### config.mk
export PLATFORM = sky130hd
export DESIGN_NAME = audio_serial_rx
export DESIGN_NICKNAME = d
export VERILOG_FILES = /design/src/rtl/audio_serial_rx.sv
export SDC_FILE = /design/constraint.sdc
export NUM_CORES = 1
export LEC_CHECK = 0
export ABC_AREA = 1
export BUFFER_PORTS_ARGS = -buffer_cell sky130_fd_sc_hd__clkbuf_2
export CORE_MARGIN = 2
export CORE_UTILIZATION = 30
export DETAILED_ROUTE_END_ITERATION = 7
export SLEW_MARGIN = 10
export SYNTH_ARGS = -nofsm -noshare
export SYNTH_HDL_FRONTEND = slang
export SYNTH_SLANG_ARGS = --single-unit
export TNS_END_PERCENT = 5
### constraint.sdc
create_clock -name bclk -period 2.9 [get_ports bclk]
set_input_delay 0.29 -clock bclk [delete_from_list [all_inputs] [get_ports bclk]]
set_output_delay 0.29 -clock bclk [all_outputs]
set_load 0.05 [all_outputs]
### src/rtl/audio_serial_rx.sv
module audio_serial_rx #(
  parameter int WORD_BITS    = 24,
  parameter int CLEAR_FRAMES = 20,
  parameter int POS_BITS     = 7
) (
  input  logic                 bclk,
  input  logic                 rst_n,
  input  logic                 lrclk,
  input  logic                 sdata,
  input  logic [2:0]           mode,
  input  logic [1:0]           width,
  output logic [WORD_BITS-1:0] left_word,
  output logic [WORD_BITS-1:0] right_word,
  output logic                 valid,
  output logic                 busy
);

  localparam logic [2:0] FMT_I2S = 3'd0;
  localparam logic [2:0] FMT_LJ  = 3'd1;
  localparam logic [2:0] FMT_RJ  = 3'd2;
  localparam logic [2:0] FMT_DSP = 3'd3;
  localparam int CLR_BITS = $clog2(CLEAR_FRAMES + 1);
  localparam logic [POS_BITS-1:0] POS_MAX = '1;
  localparam logic [POS_BITS-1:0] POS_ONE = POS_BITS'(1);

  logic                 lr_q;
  logic [2:0]           fmt;
  logic [1:0]           wsel;
  logic [POS_BITS-1:0]  pos_q;
  logic [WORD_BITS-1:0] acc;
  logic [WORD_BITS-1:0] left_hold;
  logic [CLR_BITS-1:0]  clr_cnt;

  wire rise   = lrclk & ~lr_q;
  wire fall   = ~lrclk & lr_q;
  wire is_dsp = (fmt == FMT_DSP);
  wire is_rj  = (fmt == FMT_RJ);
  wire is_lj  = (fmt == FMT_LJ);

  wire boundary = is_dsp ? rise : fall;
  wire start    = is_dsp ? rise : (rise | fall);

  wire [POS_BITS-1:0] pos  = start ? '0 : ((pos_q == POS_MAX) ? pos_q : pos_q + POS_ONE);
  wire [POS_BITS-1:0] lead = is_lj ? '0 : POS_ONE;
  wire [POS_BITS-1:0] idx  = pos - lead;
  wire                in_word = (pos >= lead) && (pos != POS_MAX);

  wire [POS_BITS-1:0] nbits = (wsel == 2'b01) ? POS_BITS'(20) :
                              (wsel == 2'b10) ? POS_BITS'(16) : POS_BITS'(WORD_BITS);

  wire first_end  = in_word && (idx == nbits - POS_ONE);
  wire second_end = in_word && (idx == (nbits << 1) - POS_ONE);

  wire left_done  = is_rj ? rise : is_dsp ? first_end  : (first_end && !lrclk);
  wire right_done = is_rj ? fall : is_dsp ? second_end : (first_end && lrclk);

  wire [WORD_BITS-1:0] word_src = is_rj ? acc : {acc[WORD_BITS-2:0], sdata};
  wire [POS_BITS-1:0]  pad      = POS_BITS'(WORD_BITS) - nbits;
  wire [WORD_BITS-1:0] word_now = word_src << pad;

  assign busy = (clr_cnt != CLR_BITS'(CLEAR_FRAMES));

  always_ff @(posedge bclk or negedge rst_n) begin
    if (!rst_n) begin
      lr_q       <= 1'b0;
      fmt        <= FMT_I2S;
      wsel       <= 2'b00;
      pos_q      <= POS_MAX;
      acc        <= '0;
      left_hold  <= '0;
      clr_cnt    <= '0;
      left_word  <= '0;
      right_word <= '0;
      valid      <= 1'b0;
    end else begin
      lr_q  <= lrclk;
      pos_q <= pos;
      acc   <= {acc[WORD_BITS-2:0], sdata};
      if (boundary) begin
        fmt  <= mode;
        wsel <= width;
      end
      if (busy && fall) clr_cnt <= clr_cnt + CLR_BITS'(1);
      if (left_done) left_hold <= word_now;
      valid <= !busy && right_done;
      if (!busy && right_done) begin
        left_word  <= left_hold;
        right_word <= word_now;
      end
    end
  end

endmodule

==> results.md <==
* Initial antenna violation count at 0
* Synth warn at 0
* Tmin final at 2.93 ns
* Maximum clock frequency at 341 MHz
* Worst-path maximum fanout at 8
* Synth top area share at 48.1%
* Min-Delay Path Class: in2reg
* Final setup margin at -0.0335 ns
* CTS Sinks at 115
* Number of synthesized register bits at 115
* N_diodes at 0
* Slowest stage delay, CP at 0.56 ns
* Initial DRC Count at 315
* Crit path DAT at 3.24 ns
* Final GP Congestion at 0.821
* Syn Inst Count at 710
* CTS HTree Levels at 4
* Placement Setup Slack at -0.0752 ns
* Final Max Tran Viols at 0
* Total global routing overflow at 0
* Vias in the first global route at 4987
* Worst hold stages at 1
* Setup CP Type: reg2reg
* Num ports at 59
* Slack of the worst reg-to-reg path at -0.03 ns
* Layout area overhead at 32.4%
* Gr usage total at 15.7%
* Overall power at 8.05 mW
* Vias at 5050
* Largest net degree at the start of global routing at 52
* Outcome: finished with violations
* Startpoint type of the worst setup path: register
* Synth Cell Area at 5620 um2
* Worst EP required at 3.21 ns
* NumNets Final at 816
* CP Capture Type: register
* Synth top area cells: dfrtp_1 (48%), nand2_1 (15%), nand3_1 (9.8%), nor2_1 (3.4%), o21ai_0 (3.3%)
* Async SR Flop Fraction at 100%
* CTS tree: built
* Static leakage at 3.81 nW
* Avg WL per Cell at 15.1 um
* Seq/Total Area, Yosys at 51.4%
* Largest area contributor in the netlist: dfrtp_1
* Row cnt at 50
* Starting density of the core at 30.3%
* CORE AREA at 18500 um2
* Maximum vdd drop at 0.000368 V
* EDFF count, synth at 0
* Main synth FF type: dfrtp_1
* RR Endpoint: left_word[12]
* P per Cell Area at 1080 nW/um2
* Post-synth top cells: nand2_1 (231), nand3_1 (110), dfrtp_1 (108)
* CTS max path bufs at 2
* Max_cap viols at 0
* Worst-Margin Slew at 0.673 ns
* Routed wire length at 15800 um
* CTS buffer count at 17
* DPL Wire Length at 9670 um
* Tcrit/Tclk final at 101%
* Setup violators final at 31
* Failing checks: setup timing
* DP Area at 6320 um2
* Worst Clk Skew at 0.00710 ns
* Critical R2R Launch: pos_q[1]
* First-pass GRT wire length at 24800 um
* Synthesized area per cell at 7.91 um2
* Post-route antenna net violation count at 0
* Syn nets at 729
* CP Cell Sequence: ha_4 > nand3_4 > nor2_4 > xor2_2 > nor2_2 > inv_2 > ha_4 > ha_4 > inv_2 > nand2_2 > nand3_2 > nand2_2 > nor2_2 > nand3_1 > nor2_2 > nand3_2 > nand3_4 > nand2_8 > clkbuf_16 > nand2_2 > nand2_1
* CTS Root Cell: clkbuf_16
* Clock-pin slew on the worst setup and hold paths at 0.06 ns
* Hold EP: lr_q
* RSZ-0062 raised after global routing: true
* Clock Latency Late Sink at 0.42 ns
* Post-Layout Inst Area at 7440 um2
* Slew Limit Headroom at 55.1%
* Share of cells above drive strength 1 at 28.3%
* Final hold violation count at 0
* Top-count cell post-synth: nand2_1
* Min-delay src: lrclk
* DRC viols at 0
* Cell count of the worst reg-to-reg path at 21
* Vias per cell at 4.84
* Synth cell types at 33
* DIE AREA at 19800 um2
* Die width at 141 um
* Drt pass-1 iters at 5
* Slowest-stage cell, CP: dfstp_2
* Die Y at 141 um
* Port bufs at 58
## metal layers
metal | up-vias | GRT usage [%] | part of all wire, %
li1 | 2486 | - | -
met1 | 2394 | 21.0 | 46
met2 | 144 | 25.1 | 48
met3 | 26 | 3.50 | 4.2
met4 | 0 | 5.42 | 2.0
met5 | - | 0 | 0
## through the flow
step           instances  utilization [%]  TNS, ns  hold slack (ns)
3_5_place_dp         994             34.1    -3.52            0.359
4_1_cts             1038             38.6    -1.04           0.0190
5_1_grt             1044             40.2   -12.45           0.0296
6_report            1044             40.2   -0.461           0.0414
3_3_place_gp         994             34.1        0            0.359
2_1_floorplan        710                -        0         -0.00559
## final cells by class
| cell class | count | area (um2) |
|---|---|---|
| fill | 1875 | 11100 |
| timing repair buffer | 102 | 848 |
| multi-input combinational | 505 | 2640 |
| clock inverter | 14 | 131 |
| clock buffer | 18 | 429 |
| inverter | 56 | 210 |
| sequential | 115 | 2890 |
| tap | 234 | 293 |
## worst max path at each step
stage / start / to / slack (ns) / cells past startpoint
2_1_floorplan: pos_q[0] / left_word[14] / 0.02 / 21
3_3_place_gp: pos_q[1] / right_word[7] / 0.008 / 18
5_1_grt: pos_q[1] / left_word[12] / -0.21 / 19
6_report: pos_q[1] / left_word[12] / -0.03 / 21
3_5_place_dp: pos_q[0] / right_word[13] / -0.08 / 20
4_1_cts: pos_q[0] / right_word[1] / -0.04 / 20
## cells by family (layout without fill, tap and decap cells)
kind of cell / Yosys count / after routing / synth area share, %
xor gates and xnor gates: 5 / 5 / 0.779
adders and majority gates: 10 / 10 / 2.23
DFF: 115 / 115 / 51.4
muxes: 2 / 2 / 0.379
AOI/OAI and AO/OA: 70 / 70 / 6.77
buffers and inverters: 90 / 190 / 6.73
and+or+nand+nor: 418 / 418 / 31.7
## worst max-delay path: cells and delay by family (launching register included)
kind | cells | cell delay, ns
and+or+nand+nor | 14 | 1.33
DFF | 1 | 0.56
adders and majority gates | 3 | 0.49
buffers and inverters | 3 | 0.32
xor gates and xnor gates | 1 | 0.10
## layout by cell type (no fill, tap or decap), types with 9 or more instances in the layout
cell,count
a21oi_1,14
buf_4,28
clkbuf_16,21
clkbuf_2,57
dfrtp_1,108
inv_1,46
inv_2,9
nand2_1,184
nand2_2,49
nand3_1,104
nor2_1,46
o21ai_0,37
## report_power, final
| part | switching (mW) | internal, mW | total [mW] |
|---|---|---|---|
| Clock | 0.791 | 1.19 | 1.98 |
| Combinational | 2.52 | 1.14 | 3.66 |
| Sequential | 0.336 | 2.08 | 2.41 |
## timing repair
action | CTS | global route
pin swaps | 6 | 15
endpoints found under the setup margin | 72 | 73
setup buffers | 6 | 1
gates cloned | 4 | 5
resized for setup | 20 | 58
hold endpoints to repair | 49 | 0
hold buffers | 2 | 0
## sequential cells by signal, indices dropped and copies added, names as in the netlist
signal and cells:
wsel 2, clr_cnt 5, left_word 24, right_word 24
left_hold 24, acc 24, fmt 3, pos_q 7
lr_q 1, valid 1
(Power assumes the default switching activity.)
